[src/rtl/ivt_pkg.sv]
package ivt_pkg;

    typedef enum logic [1:0] {
        MODE_HALT = 2'b00,
        MODE_UP   = 2'b01,
        MODE_FREE = 2'b10,
        MODE_TRI  = 2'b11
    } ivt_mode_e;

    typedef enum logic [1:0] {
        LEN_16 = 2'b00,
        LEN_12 = 2'b01,
        LEN_10 = 2'b10,
        LEN_8  = 2'b11
    } ivt_len_e;

endpackage

[src/rtl/ivt_prescale.sv]
module ivt_prescale #(
    parameter int A_CODE_W    = 2,
    parameter int B_CODE_W    = 3,
    parameter bit HAS_STAGE_B = 1'b1
) (
    input  logic                clk,
    input  logic                rst_n,
    input  logic                clear,
    input  logic                run,
    input  logic                tick,
    input  logic [A_CODE_W-1:0] div_a,
    input  logic [B_CODE_W-1:0] div_b,
    output logic                step
);
    localparam int A_CNT_W = (2 ** A_CODE_W) - 1;

    typedef struct packed {
        logic [A_CNT_W-1:0]  a;
        logic [B_CODE_W-1:0] b;
    } pre_state_t;

    pre_state_t         st_d, st_q;
    logic               pulse_a;
    logic [A_CNT_W-1:0] lim_a;

    assign lim_a = A_CNT_W'((1 << div_a) - 1);

    // stage A: power-of-two divider
    always_comb begin
        pulse_a = 1'b0;
        st_d.a  = st_q.a;
        if (clear) begin
            st_d.a = '0;
        end else if (run && tick) begin
            if (st_q.a >= lim_a) begin
                st_d.a  = '0;
                pulse_a = 1'b1;
            end else begin
                st_d.a = st_q.a + A_CNT_W'(1);
            end
        end
    end

    // stage B: optional linear divider
    generate
        if (HAS_STAGE_B) begin : g_stage_b
            always_comb begin
                step   = 1'b0;
                st_d.b = st_q.b;
                if (clear) begin
                    st_d.b = '0;
                end else if (pulse_a) begin
                    if (st_q.b >= div_b) begin
                        st_d.b = '0;
                        step   = 1'b1;
                    end else begin
                        st_d.b = st_q.b + B_CODE_W'(1);
                    end
                end
            end
        end else begin : g_no_stage_b
            always_comb begin
                st_d.b = '0;
                step   = pulse_a;
            end
        end
    endgenerate

    always_ff @(posedge clk or negedge rst_n) begin
        if (!rst_n) st_q <= '0;
        else        st_q <= st_d;
    end

    // a clear leaves both stages at their start
    assert_pre_cleared_R11: assert property (@(posedge clk) disable iff (!rst_n)
        $past(clear) |-> (st_q == '0));

endmodule

[src/rtl/ivt_core.sv]
module ivt_core
    import ivt_pkg::*;
#(
    parameter int CNT_W = 16
) (
    input  logic             clk,
    input  logic             rst_n,
    input  logic             clear,
    input  logic             step,
    input  ivt_mode_e        mode,
    input  ivt_len_e         len_sel,
    input  logic [CNT_W-1:0] period,
    output logic [CNT_W-1:0] count,
    output logic             dir_down,
    output logic             match,
    output logic             wrap
);
    localparam int SH_12 = (CNT_W > 12) ? CNT_W - 12 : 0;
    localparam int SH_10 = (CNT_W > 10) ? CNT_W - 10 : 0;
    localparam int SH_8  = (CNT_W > 8)  ? CNT_W - 8  : 0;
    localparam logic [CNT_W-1:0] ALL_ONES = {CNT_W{1'b1}};

    typedef struct packed {
        logic [CNT_W-1:0] cnt;
        logic             dir;
        logic             match;
    } core_state_t;

    core_state_t      st_d, st_q;
    logic [CNT_W-1:0] lim;

    // free-run maximum from the length code
    always_comb begin
        case (len_sel)
            LEN_12:  lim = ALL_ONES >> SH_12;
            LEN_10:  lim = ALL_ONES >> SH_10;
            LEN_8:   lim = ALL_ONES >> SH_8;
            default: lim = ALL_ONES;
        endcase
    end

    always_comb begin
        st_d       = st_q;
        st_d.match = 1'b0;
        wrap       = 1'b0;
        if (clear) begin
            st_d.cnt = '0;
            st_d.dir = 1'b0;
        end else if (step) begin
            case (mode)
                MODE_UP: begin
                    st_d.dir = 1'b0;
                    if (st_q.cnt >= period) begin
                        st_d.cnt = '0;
                        wrap     = 1'b1;
                    end else begin
                        st_d.cnt = st_q.cnt + CNT_W'(1);
                    end
                end
                MODE_FREE: begin
                    st_d.dir = 1'b0;
                    if (st_q.cnt >= lim) begin
                        st_d.cnt = '0;
                        wrap     = 1'b1;
                    end else begin
                        st_d.cnt = st_q.cnt + CNT_W'(1);
                    end
                end
                MODE_TRI: begin
                    if (!st_q.dir) begin
                        if (st_q.cnt >= period) begin
                            st_d.dir = 1'b1;
                            st_d.cnt = (st_q.cnt == '0) ? '0 : st_q.cnt - CNT_W'(1);
                        end else begin
                            st_d.cnt = st_q.cnt + CNT_W'(1);
                        end
                    end else if (st_q.cnt == '0) begin
                        st_d.dir = 1'b0;
                    end else begin
                        st_d.cnt = st_q.cnt - CNT_W'(1);
                        if (st_q.cnt == CNT_W'(1)) begin
                            st_d.dir = 1'b0;
                            wrap     = 1'b1;
                        end
                    end
                end
                default: ;
            endcase
            st_d.match = (mode != MODE_HALT) && (st_d.cnt == period);
        end
    end

    always_ff @(posedge clk or negedge rst_n) begin
        if (!rst_n) st_q <= '0;
        else        st_q <= st_d;
    end

    assign count    = st_q.cnt;
    assign dir_down = st_q.dir;
    assign match    = st_q.match;

    // a match pulse only follows a step onto the period
    assert_match_on_period_R7: assert property (@(posedge clk) disable iff (!rst_n)
        st_q.match |-> (st_q.cnt == $past(period)));

    // clear forces count zero and upward direction
    assert_clear_zero_R11: assert property (@(posedge clk) disable iff (!rst_n)
        $past(clear) |-> (st_q.cnt == '0 && !st_q.dir));

    // halt keeps count and direction
    assert_halt_holds_R2: assert property (@(posedge clk) disable iff (!rst_n)
        (mode == MODE_HALT && !clear) |=> ($stable(st_q.cnt) && $stable(st_q.dir)));

    // direction changes only at a turn point or a clear
    assert_turn_points_R5: assert property (@(posedge clk) disable iff (!rst_n)
        ($changed(st_q.dir) && !$past(clear)) |-> (st_q.dir || st_q.cnt == '0));

endmodule

[src/rtl/ivt_flag.sv]
module ivt_flag (
    input  logic clk,
    input  logic rst_n,
    input  logic set,
    input  logic clr,
    input  logic en,
    output logic flag,
    output logic irq
);
    typedef struct packed {
        logic roll;
    } flag_state_t;

    flag_state_t st_d, st_q;

    always_comb begin
        st_d = st_q;
        if (set)      st_d.roll = 1'b1;
        else if (clr) st_d.roll = 1'b0;
    end

    always_ff @(posedge clk or negedge rst_n) begin
        if (!rst_n) st_q <= '0;
        else        st_q <= st_d;
    end

    assign flag = st_q.roll;
    assign irq  = st_q.roll & en;

    // a rollover on the clearing edge leaves the flag set
    assert_set_wins_R12: assert property (@(posedge clk) disable iff (!rst_n)
        set |=> flag);

endmodule

[src/rtl/ivt_timer.sv]
module ivt_timer
    import ivt_pkg::*;
#(
    parameter int CNT_W    = 16,
    parameter int A_CODE_W = 2,
    parameter int B_CODE_W = 3
) (
    input  logic                clk,
    input  logic                rst_n,
    input  logic                tick_en_i,
    input  logic [1:0]          mode_i,
    input  logic [A_CODE_W-1:0] pre_div_i,
    input  logic [B_CODE_W-1:0] post_div_i,
    input  logic [1:0]          len_sel_i,
    input  logic [CNT_W-1:0]    period_i,
    input  logic                clear_i,
    input  logic                flag_clr_i,
    input  logic                irq_en_i,
    output logic [CNT_W-1:0]    count_o,
    output logic                dir_down_o,
    output logic                match_o,
    output logic                roll_flag_o,
    output logic                irq_o
);
    ivt_mode_e mode;
    ivt_len_e  len_sel;
    logic      step;
    logic      wrap;

    assign mode    = ivt_mode_e'(mode_i);
    assign len_sel = ivt_len_e'(len_sel_i);

    ivt_prescale #(
        .A_CODE_W    (A_CODE_W),
        .B_CODE_W    (B_CODE_W),
        .HAS_STAGE_B (1'b1)
    ) prescale_i (
        .clk   (clk),
        .rst_n (rst_n),
        .clear (clear_i),
        .run   (mode != MODE_HALT),
        .tick  (tick_en_i),
        .div_a (pre_div_i),
        .div_b (post_div_i),
        .step  (step)
    );

    ivt_core #(
        .CNT_W (CNT_W)
    ) core_i (
        .clk      (clk),
        .rst_n    (rst_n),
        .clear    (clear_i),
        .step     (step),
        .mode     (mode),
        .len_sel  (len_sel),
        .period   (period_i),
        .count    (count_o),
        .dir_down (dir_down_o),
        .match    (match_o),
        .wrap     (wrap)
    );

    ivt_flag flag_i (
        .clk   (clk),
        .rst_n (rst_n),
        .set   (wrap),
        .clr   (flag_clr_i),
        .en    (irq_en_i),
        .flag  (roll_flag_o),
        .irq   (irq_o)
    );

    // the flag only rises on a wrap to zero
    assert_flag_rise_zero_R12: assert property (@(posedge clk) disable iff (!rst_n)
        $rose(roll_flag_o) |-> (count_o == '0));

endmodule

[config.mk]
export PLATFORM = sky130hd
export DESIGN_NAME = ivt_timer
export DESIGN_NICKNAME = d
export VERILOG_FILES = /design/src/rtl/ivt_pkg.sv /design/src/rtl/ivt_prescale.sv /design/src/rtl/ivt_core.sv /design/src/rtl/ivt_flag.sv /design/src/rtl/ivt_timer.sv
export SDC_FILE = /design/constraint.sdc
export NUM_CORES = 1
export LEC_CHECK = 0
export CORE_UTILIZATION = 30
export DETAILED_ROUTE_END_ITERATION = 8
export PLACE_DENSITY = 0.54
export RECOVER_POWER = 25
export SYNTH_ARGS = -nofsm -noshare
export SYNTH_HDL_FRONTEND = slang
export SYNTH_SLANG_ARGS = --single-unit
export TNS_END_PERCENT = 10
[constraint.sdc]
create_clock -name clk -period 7.7 [get_ports clk]
set_input_delay 1.54 -clock clk [delete_from_list [all_inputs] [get_ports clk]]
set_output_delay 1.54 -clock clk [all_outputs]
set_load 0.005 [all_outputs]
==> impl_results.md <==
- Status: finished, violations left
- Failing checks: max-capacitance violations, max-slew violations
- Number of synthesized flops with an enable pin: 0
- Port bufs: 50
- Tmin final: 5.78 ns
- Final period util: between 70% and 80%
- DR vias: around 3700
- Crit Path Class: in2reg
- Ratio of cells with drive above 1 in the final layout: approximately 4.5%
- GRT met2 Usage: 32.6%
- Placed cell area: 0.00394 sq mm
- Area grow syn2layout: 18.6%
- Top cell by count, worst path: a2111oi_0
- Final setup fails: 0
- DPL Wire Length: between 9000 and 10000 microns
- Slew Limit Fails: 26
- Synth area leaders: dfrtp_1 (19%), ha_1 (14%), nand2_1 (4.6%), nand3_1 (4.5%), a21oi_1 (4.3%)
- Gr usage total: between 20% and 30%
- Clock Pin Slew Worst Setup and Hold Paths: approximately 0.11 ns
- Startpoint types: input port
- Max Clock Skew: between 0.01 and 0.015 ns
- Asr flop ratio synth: 100%
- Post-synth top area share: about a fifth
- Initial antenna violation count: 0
- CP bufs+invs: 1
- Worst path top cell family by delay: compound AO/OA/AOI/OAI gates
- Synth Instances: between 400 and 500
- Library cells used by synthesis: 68
- Number of cells on the critical path: 13
- # resized after CTS: 0
- Iter 0 DRT Violations: 356
- Max-slew headroom: -1.41%
- Worst slew pin tran: between 1.5 and 2 ns
- CTS Buffer Depth: 2
- Nets: about 550
- Cell taking the most area after synthesis: dfrtp_1
- Antenna diodes: 0
- Pwr Density: between 80 and 90 mW/mm^2
- Met1 global-route usage: a little under a third
- Die Area: 0.0116 sq mm
- Via/cell ratio: just under 6
- Worst endpoint required time: 7.92 ns
- Cell area after layout: roughly 0.004 sq mm
- Number of global-route vias before repair: between 3000 and 4000
- Worst Path Max Fanout: 8
- TritonCTS clock tree: yes
- Hold-fix buffers, CTS: 0
- First-pass detailed-route iteration total: 5
- Total CTS buffers: 3
- Critical-path top delay cell: a2111oi_0
- Post-synth top flop: dfrtp_1
- VDD IR max: 0.0000320 V
- Largest net degree at the start of global routing: 31
- Die Height: about 110 microns
- Routed Wire Length: approximately 12000 microns
- Flops & latches, synth: 25
- Clock sinks: 25
- Core area: 0.0109 sq mm
- Die X: 108 microns
- Worst Hold Depth: 1
- Remaining DRCs: 0
- CP Cell Sequence: clkdlybuf4s50_1 > or2_2 > ha_1 > a2111oi_0 > o221ai_1 > o22ai_1 > nand3_1 > o21ai_1 > a221oi_1 > mux2i_1 > xnor2_1 > a2111oi_0 > and4bb_1
- Met3 Use GR: under 10%
- Final core occ: 36.6%
- Setup_tns: 0 ns
- Fill count: 1145
- Post-Syn Nets: roughly 520
- Crit path DAT: approximately 6 ns
- Commonest non-fill, non-tap cells in the layout: clkdlybuf4s50_1 (49), nand2_1 (41), ha_1 (37)
- Commonest non-fill, non-tap cell in the layout: clkdlybuf4s50_1
- RSZ-0062 raised after global routing: false
- Setup Fix Bufs, Post-CTS: 0
- Pleak: between 1.5 and 2 nW
- GPL Wtd Cong: roughly 0.96
- CTS Root Cell: clkbuf_8
- Remaining Overflow, GRT: 0
- WL/cell: slightly below 20 microns
- I/O pin count: 51
- ANT nets after route: 0
- Worst path max stage delay: about 0.59 ns
- Seq/Total Area, Yosys: 18.6%
- First-pass GRT wire length: between 15000 and 20000 microns
- Most used routing layer in global routing: met2
- Hold crit path type: reg2reg
- CP Capture Type: flop
- Ys Warns: 0
- Clock latency on the worst-skew pair: about 0.29 ns
- Peak Freq: between 150 and 200 MHz
- R2r worst-path depth: 11
- H-tree levels: 1
- Mapped cell area: 0.00336 sq mm
- Num rows: 38
- Hold Vio Cnt, Final: 0
- Initial core utilization: 30.8%
- Max-Cap Viols: 1
- Post-Syn Area per Cell: ~7.4 sq um
## kinds of logic (layout without fill, tap and decap cells)
family | Yosys count | count (layout) | share of synthesized area (%)
simple gates | 180 | 180 | 27.6
fa+ha+maj | 37 | 37 | 13.8
mux | 7 | 7 | 2.12
compound gates | 126 | 126 | 25.5
xor+xnor | 20 | 20 | 5.22
buf+inv | 59 | 89 | 7.12
flops | 25 | 25 | 18.6
## worst paths after layout
kind                                     from                  to  slack, ns
hold / removal             prescale_i.st_q[2]  prescale_i.st_q[2]       0.51
min in group asynchronous               rst_n     core_i.count[3]       2.14
setup / recovery                 len_sel_i[1]        core_i.match       1.92
setup reg to reg              core_i.count[9]        core_i.match       3.29
hold reg to reg            prescale_i.st_q[2]  prescale_i.st_q[2]       0.51
max in group asynchronous               rst_n        core_i.match       4.68
## sequential cells by signal (all words and copies together), names as in the netlist
signal and count:
core_i.count 16, core_i.match 1, flag_i.flag 1, core_i.dir_down 1
prescale_i.st_q 6
## cells in the mapped netlist (4+ instances only)
library cell  count
nand2_1          41
ha_1             37
nor2_1           35
inv_1            31
nand3_1          30
a21oi_1          29
o21ai_0          26
dfrtp_1          25
clkbuf_1         22
nor3_1           16
xnor2_1          15
nand4_1           8
nor4_1            7
o22ai_1           7
and3_1            6
mux2i_1           6
nand2b_1          6
a221oi_1          5
and2_1            5
or3_1             5
xor2_1            5
a21o_1            4
a31oi_1           4
o221ai_1          4
or2_2             4
## area by class of cell
type                       instances  area, sq um  share of cell area, %
clock inverter                     1         7.51                  0.189
sequential                        25          626                   15.7
timing repair buffer              53          519                   13.0
multi-input combinational        370         2490                   62.6
clock buffer                       3         41.3                   1.04
inverter                          32          120                   3.02
tap                              140          175                   4.40
## per-stage QoR
stage	hold WS, ns	setup WS [ns]	power (mW)	cells
2_1_floorplan	0.454	2.94	0.197	454
3_3_place_gp	0.501	1.67	0.240	620
3_5_place_dp	0.491	1.61	0.240	620
4_1_cts	0.509	1.90	0.327	624
5_1_grt	0.551	1.53	0.345	624
6_report	0.510	1.92	0.326	624
## layer usage
metal / up-vias / routed length, microns
met4: 0 / 363
met2: 146 / 5270
met1: 1751 / 5680
met5: - / 0
li1: 1746 / -
met3: 31 / 697
## report_power, final
group	internal [mW]	switching [mW]	leakage (nW)
logic	0.0435	0.0585	1.34
registers	0.133	0.00341	0.348
clock network	0.0369	0.0506	0.0217
No activity file was read; power rests on OpenSTA's default activity.
